File: config.mk
export PLATFORM = sky130hd
export DESIGN_NAME = jtab_csr_gate
export DESIGN_NICKNAME = d
export VERILOG_FILES = /design/src/rtl/jtg_pkg.sv /design/src/rtl/jtg_enable_tap.sv /design/src/rtl/jtg_gate_eval.sv /design/src/rtl/jtg_vec_reg.sv /design/src/rtl/jtab_csr_gate.sv
export SDC_FILE = /design/constraint.sdc
export NUM_CORES = 1
export LEC_CHECK = 0
export ABC_AREA = 1
export BUFFER_PORTS_ARGS = -buffer_cell sky130_fd_sc_hd__buf_2
export CAP_MARGIN = 5
export CELL_PAD_IN_SITES_DETAIL_PLACEMENT = 2
export CELL_PAD_IN_SITES_GLOBAL_PLACEMENT = 2
export CORE_ASPECT_RATIO = 0.75
export CORE_MARGIN = 4
export CORE_UTILIZATION = 11
export CTS_CLUSTER_DIAMETER = 100
export DETAILED_ROUTE_END_ITERATION = 16
export GPL_TIMING_DRIVEN = 0
export PLACE_DENSITY = 0.86
export SLEW_MARGIN = 20
export SYNTH_ARGS = -nofsm -noshare
export SYNTH_HDL_FRONTEND = slang
export SYNTH_SLANG_ARGS = --single-unit
File: constraint.sdc
create_clock -name clk -period 1.3 [get_ports clk]
set_input_delay 0.195 -clock clk [delete_from_list [all_inputs] [get_ports clk]]
set_output_delay 0.195 -clock clk [all_outputs]
set_load 0.02 [all_outputs]
File: src/rtl/jtg_pkg.sv
`timescale 1ns/1ps
package jtg_pkg;
   typedef enum logic [1:0] {
      LVL_USER  = 2'd0,
      LVL_SUPER = 2'd1,
      LVL_RSVD  = 2'd2,
      LVL_MACH  = 2'd3
   } lvl_e;

   localparam int unsigned DEF_XLEN   = 32;
   localparam int unsigned DEF_SE_W   = 64;
   localparam int unsigned DEF_JT_BIT = 2;
endpackage

File: src/rtl/jtg_enable_tap.sv
`timescale 1ns/1ps
module jtg_enable_tap #(
   parameter int unsigned SE_W    = 64,
   parameter int unsigned BIT_POS = 2,
   parameter bit          PRESENT = 1'b1
) (
   input  logic [SE_W-1:0] se,
   output logic            en
);
   if (BIT_POS >= SE_W) begin : g_bad_pos
      $error("jtg_enable_tap: BIT_POS outside the state-enable word");
   end

   if (PRESENT) begin : g_live
      logic unused_se;
      assign unused_se = ^se;
      assign en = se[BIT_POS];
   end else begin : g_tied
      logic unused_se;
      assign unused_se = ^se;
      assign en = 1'b0;
   end
endmodule

File: src/rtl/jtg_gate_eval.sv
`timescale 1ns/1ps
module jtg_gate_eval
   import jtg_pkg::*;
(
   input  logic valid,
   input  logic base_ok,
   input  logic stateen_on,
   input  logic super_on,
   input  logic virt_on,
   input  lvl_e lvl,
   input  logic m_en,
   input  logic h_en,
   input  logic s_en,
   output logic allow,
   output logic trap_ill,
   output logic trap_vrt
);
   logic gated;
   logic m_fail;
   logic h_fail;
   logic s_fail;

   always_comb begin
      gated  = valid && base_ok && stateen_on;
      m_fail = (lvl != LVL_MACH) && !m_en;
      h_fail = virt_on && !h_en;
      s_fail = super_on && (lvl == LVL_USER) && !s_en;

      allow    = valid && base_ok && (!stateen_on || (!m_fail && !h_fail && !s_fail));
      trap_ill = gated && (m_fail || (!h_fail && s_fail && !virt_on));
      trap_vrt = gated && !m_fail && (h_fail || (s_fail && virt_on));
   end
endmodule

File: src/rtl/jtg_vec_reg.sv
`timescale 1ns/1ps
module jtg_vec_reg #(
   parameter int unsigned W = 32
) (
   input  logic         clk,
   input  logic         rst_n,
   input  logic         we,
   input  logic [W-1:0] wdata,
   output logic [W-1:0] q
);
   always_ff @(posedge clk or negedge rst_n) begin
      if (!rst_n)  q <= '0;
      else if (we) q <= wdata;
   end

   assert_hold_R9: assert property (@(posedge clk) disable iff (!rst_n)
      !we |=> $stable(q));
   assert_load_R9: assert property (@(posedge clk) disable iff (!rst_n)
      we |=> (q == $past(wdata)));
endmodule

File: src/rtl/jtab_csr_gate.sv
`timescale 1ns/1ps
module jtab_csr_gate
   import jtg_pkg::*;
#(
   parameter int unsigned XLEN       = DEF_XLEN,
   parameter int unsigned SE_W       = DEF_SE_W,
   parameter int unsigned JT_BIT     = DEF_JT_BIT,
   parameter bit          TJ_PRESENT = 1'b1
) (
   input  logic            clk,
   input  logic            rst_n,
   input  logic            acc_valid,
   input  logic            acc_write,
   input  logic [XLEN-1:0] acc_wdata,
   input  logic            base_ok,
   input  logic            stateen_on,
   input  logic            super_on,
   input  logic            virt_on,
   input  logic [1:0]      prv,
   input  logic [SE_W-1:0] m_se,
   input  logic [SE_W-1:0] h_se,
   input  logic [SE_W-1:0] s_se,
   output logic            allow,
   output logic            trap_illegal,
   output logic            trap_virtual,
   output logic [XLEN-1:0] rd_data
);
   localparam int unsigned N_GATES = 3;

   if (XLEN != 32 && XLEN != 64) begin : g_bad_xlen
      $error("jtab_csr_gate: XLEN must be 32 or 64");
   end
   if (JT_BIT >= SE_W) begin : g_bad_bit
      $error("jtab_csr_gate: JT_BIT must lie inside SE_W");
   end

   lvl_e lvl;
   assign lvl = lvl_e'(prv);

   // one tap per state-enable register: 0 machine, 1 hypervisor, 2 supervisor
   logic [SE_W-1:0]    se_in [N_GATES];
   logic [N_GATES-1:0] gate_en;
   assign se_in[0] = m_se;
   assign se_in[1] = h_se;
   assign se_in[2] = s_se;

   for (genvar g = 0; g < N_GATES; g++) begin : g_tap
      jtg_enable_tap #(
         .SE_W    (SE_W),
         .BIT_POS (JT_BIT),
         .PRESENT (TJ_PRESENT)
      ) u_tap (
         .se (se_in[g]),
         .en (gate_en[g])
      );
   end

   jtg_gate_eval u_eval (
      .valid      (acc_valid),
      .base_ok    (base_ok),
      .stateen_on (stateen_on),
      .super_on   (super_on),
      .virt_on    (virt_on),
      .lvl        (lvl),
      .m_en       (gate_en[0]),
      .h_en       (gate_en[1]),
      .s_en       (gate_en[2]),
      .allow      (allow),
      .trap_ill   (trap_illegal),
      .trap_vrt   (trap_virtual)
   );

   logic wr_fire;
   assign wr_fire = acc_valid && acc_write && allow;

   jtg_vec_reg #(.W(XLEN)) u_reg (
      .clk   (clk),
      .rst_n (rst_n),
      .we    (wr_fire),
      .wdata (acc_wdata),
      .q     (rd_data)
   );

   assert_excl_R7: assert property (@(posedge clk) disable iff (!rst_n)
      $onehot0({allow, trap_illegal, trap_virtual}));
   assert_idle_R7: assert property (@(posedge clk) disable iff (!rst_n)
      !acc_valid |-> !(allow || trap_illegal || trap_virtual));
   assert_base_fail_R1: assert property (@(posedge clk) disable iff (!rst_n)
      (acc_valid && !base_ok) |=> $stable(rd_data));
   assert_base_quiet_R1: assert property (@(posedge clk) disable iff (!rst_n)
      (acc_valid && !base_ok) |-> !(allow || trap_illegal || trap_virtual));
   assert_ungated_R2: assert property (@(posedge clk) disable iff (!rst_n)
      (acc_valid && base_ok && !stateen_on) |-> allow);
   assert_mgate_R3: assert property (@(posedge clk) disable iff (!rst_n)
      (acc_valid && base_ok && stateen_on && prv != 2'd3 && !gate_en[0]) |-> trap_illegal);
   assert_hgate_R4: assert property (@(posedge clk) disable iff (!rst_n)
      (acc_valid && base_ok && stateen_on && (prv == 2'd3 || gate_en[0])
       && virt_on && !gate_en[1]) |-> trap_virtual);
   assert_sgate_R5: assert property (@(posedge clk) disable iff (!rst_n)
      (acc_valid && base_ok && stateen_on && (prv == 2'd3 || gate_en[0])
       && (!virt_on || gate_en[1]) && super_on && prv == 2'd0 && !gate_en[2])
       |-> (virt_on ? trap_virtual : trap_illegal));
endmodule

==> run_results.csv <==
group,metric,value,unit
outcome,status,"complete, but fails checks",
outcome,violations,"hold timing",
setup_path,crit_arrival,0.93,ns
grt,overflow,0,
power_and_ir_drop,powerDensity,1620,nW/um^2
logic_synthesis,ys_types,16,
clocking,ctsResizeCount,0,
logic_synthesis,synth_area_leaders,"dfrtp_1, nand2_1, nand4_1, buf_6, buf_4",
placement,place_congestion,0.689,
logic_synthesis,synth_top_area_share,55.4,%
floorplanning,die-height,107,um
logic_synthesis,syn_nets,397,
detailed_routing,wl_per_cell,14.1,um
setup_path,r2r_start,"u_reg.q[14]",
setup_path,rr_worst_depth,2,
logic_synthesis,ys_seq_area_share,55.4,%
detailed_routing,ant_nets,0,
clocking,clk_latency,0.27,ns
floorplanning,dieArea,15100,sq um
layout,largest-register,"u_reg.q",
setup_path,required,1.11,ns
grt,gr-usage-met2,13.7,%
worst_hold_path,min_path_type,"in -> async",
clocking,postCtsSetupRepairBufs,0,
layout,drive_above_1_share,40.2,%
sta,rsz0062_at_grt,"no",
floorplanning,core,12600,sq um
run,cap_violations,0,
sta,finalCriticalPeriod,1.12,ns
floorplanning,top_level_ports,269,
layout,fin_cells,415,
clocking,cts_htree_levels,2,
logic_synthesis,ys_async_sr_fraction,100,%
logic_synthesis,synth_area,1450,sq um
layout,final_core_util,17.7,%
clocking,clkSlewWorstSetupHoldPaths,0.05,ns
grt,grt_max_degree,33,
power_and_ir_drop,switching_share,31.0,%
logic_synthesis,yosysMostFrequentCell,"nand2_1",
power_and_ir_drop,p_int,2.49,mW
sta,slew-limit-headroom,49.3,%
logic_synthesis,ys.warnings.count,0,
power_and_ir_drop,p_comb_share,24.1,%
layout,num-nets-final,482,
power_and_ir_drop,p_switching,1.12,mW
placement,dp_cells,407,
layout,fin_area,2230,sq um
floorplanning,initial_core_util,11.5,%
setup_path,end_kind,"primary output",
clocking,cts.sinks,32,
clocking,cts_hold_buffers,0,
clocking,clock_path_buffers,2,
sta,fin_skew,0,ns
sta,setup_violations,0,
logic_synthesis,synth_enable_flop_cells,0,
logic_synthesis,synth_top_cells_by_count,"nand2_1, dfrtp_1, nand4_1, inv_1",
sta,hold_slack,-0.00499,ns
layout,antenna_cells,0,
detailed_routing,drt-initial-drc-count,17,
power_and_ir_drop,vdd_drop_max,0.000467,V
placement,io_buffers,78,
grt,antenna_found_initial,0,
sta,layout_setup_ws,0.177,ns
placement,dp_slack,-0.0413,ns
detailed_routing,routed_wl,5840,um
setup_path,rrSetupSlack,0.67,ns
sta,timing.final.max_slew_violations,0,
layout,largest_reg_flops,32,
detailed_routing,drcViolationCount,0,
setup_path,cp_max_fo,3,
logic_synthesis,synth_largest_area_cell,"dfrtp_1",
logic_synthesis,syn_inst,163,
layout,area_delta_synth_final,54.0,%
clocking,cts_tree,"yes",
grt,use_met3,1.95,%
clocking,numCtsBuffers,5,
sta,tightestPinTransition,0.761,ns
grt,met1_usage,9.63,%
logic_synthesis,synth-seq-cells,32,
clocking,clockRootBuffer,"clkbuf_16",
floorplanning,die_w,140,um
setup_path,crit_type,"in -> out",
setup_path,r2r_end,"u_reg.q[14]",
setup_path,cp-start-kind,"primary input",
floorplanning,rows,35,
grt,grt_pass1_wl,9280,um
power_and_ir_drop,clkPwrFrac,40.0,%
layout,biggestRegsByFlops,"u_reg.q (32)",
power_and_ir_drop,p_leak,1.21,nW
grt,grt_usage,7.93,%
placement,dpl.hpwl,4560,um
logic_synthesis,yosys_most_used_dff,"dfrtp_1",
detailed_routing,vias,1495,
logic_synthesis,syn_avg_cell_area,8.87,sq um
detailed_routing,drtPass1Iterations,4,
power_and_ir_drop,seqPwrFrac,35.9,%
sta,finalHoldViolCount,7,
sta,fin_crit_sh,86.4,%
grt,grt-busiest-layer,"met2",
grt,grt_pass1_vias,1755,
placement,place_area,2040,sq um
layout,fillers,1476,
detailed_routing,viasPerCell,3.60,
sta,max_freq,890,MHz
power_and_ir_drop,p_total,3.61,mW
## area by class of cell
| class | instances | area, sq um | share of cell area [%] |
|---|---|---|---|
| Sequential cell | 32 | 801 | 36.0 |
| Multi-Input combinational cell | 113 | 539 | 24.2 |
| Timing Repair Buffer | 78 | 390 | 17.5 |
| Tap cell | 166 | 208 | 9.33 |
| Clock buffer | 7 | 153 | 6.85 |
| Buffer | 13 | 87.6 | 3.93 |
| Clock inverter | 1 | 30.0 | 1.35 |
| Inverter | 5 | 18.8 | 0.843 |
## power groups by stage
stage	combinational (mW)	clock, mW	sequential (mW)
after global routing	0.970	1.55	1.33
after floorplan	0.244	0	1.56
final	0.869	1.45	1.30
after global placement	0.872	0	1.31
after detailed placement	0.901	0	1.32
after CTS	0.899	1.51	1.30
## logic make-up after synthesis
logic type,synth area share (%)
simple gates,36.2
flops,55.4
buf+inv,7.35
compound gates,1.04
## worst max-delay path, stage by stage
cell,delay (ns)
buf_2,0.10
inv_1,0.05
nor2_1,0.04
nand2_1,0.10
nand3_2,0.11
a21oi_1,0.14
buf_2,0.18
## stage by stage
step	TNS, ns	hold slack (ns)
floorplan	0	-0.101
global placement	0	0.321
detailed placement	-0.472	0.328
CTS	0	0.0290
global route	0	0.0711
finish	0	-0.00499
## layout by cell type, fill, tap and decap left out
| cell type | Yosys | layout |
|---|---|---|
| buf_4 | 3 | 3 |
| buf_2 | 3 | 81 |
| nand3_1 | 1 | 1 |
| nand2_1 | 70 | 70 |
| nand2_4 | 1 | 1 |
| nand2_2 | 1 | 1 |
| a21oi_1 | 3 | 3 |
| nand3_4 | 1 | 1 |
| dfrtp_1 | 32 | 32 |
| bufinv_16 | 0 | 1 |
| clkbuf_1 | 3 | 3 |
| buf_6 | 3 | 3 |
| clkbuf_16 | 0 | 5 |
| nand4_1 | 32 | 32 |
| clkbuf_2 | 1 | 1 |
| clkbuf_8 | 0 | 2 |
| nand3_2 | 1 | 1 |
| nor2_1 | 3 | 3 |
| inv_1 | 5 | 5 |
## layer usage
metal,part of all wire (%),up-vias
met1,44,729
met2,49,47
met5,0,-
met4,1.1,0
met3,5.8,2
li1,-,717
## how the worst max path moves through the flow
stage	start	to	slack (ns)	cells past startpoint
finish	super_on	allow	0.18	7
detailed placement	super_on	u_reg.q[14]	-0.04	10
global placement	base_ok	u_reg.q[29]	0.003	6
CTS	super_on	allow	0.15	7
floorplan	super_on	trap_illegal	0.29	6
global route	super_on	allow	0.05	7
Power figures use the tool's default switching activity.
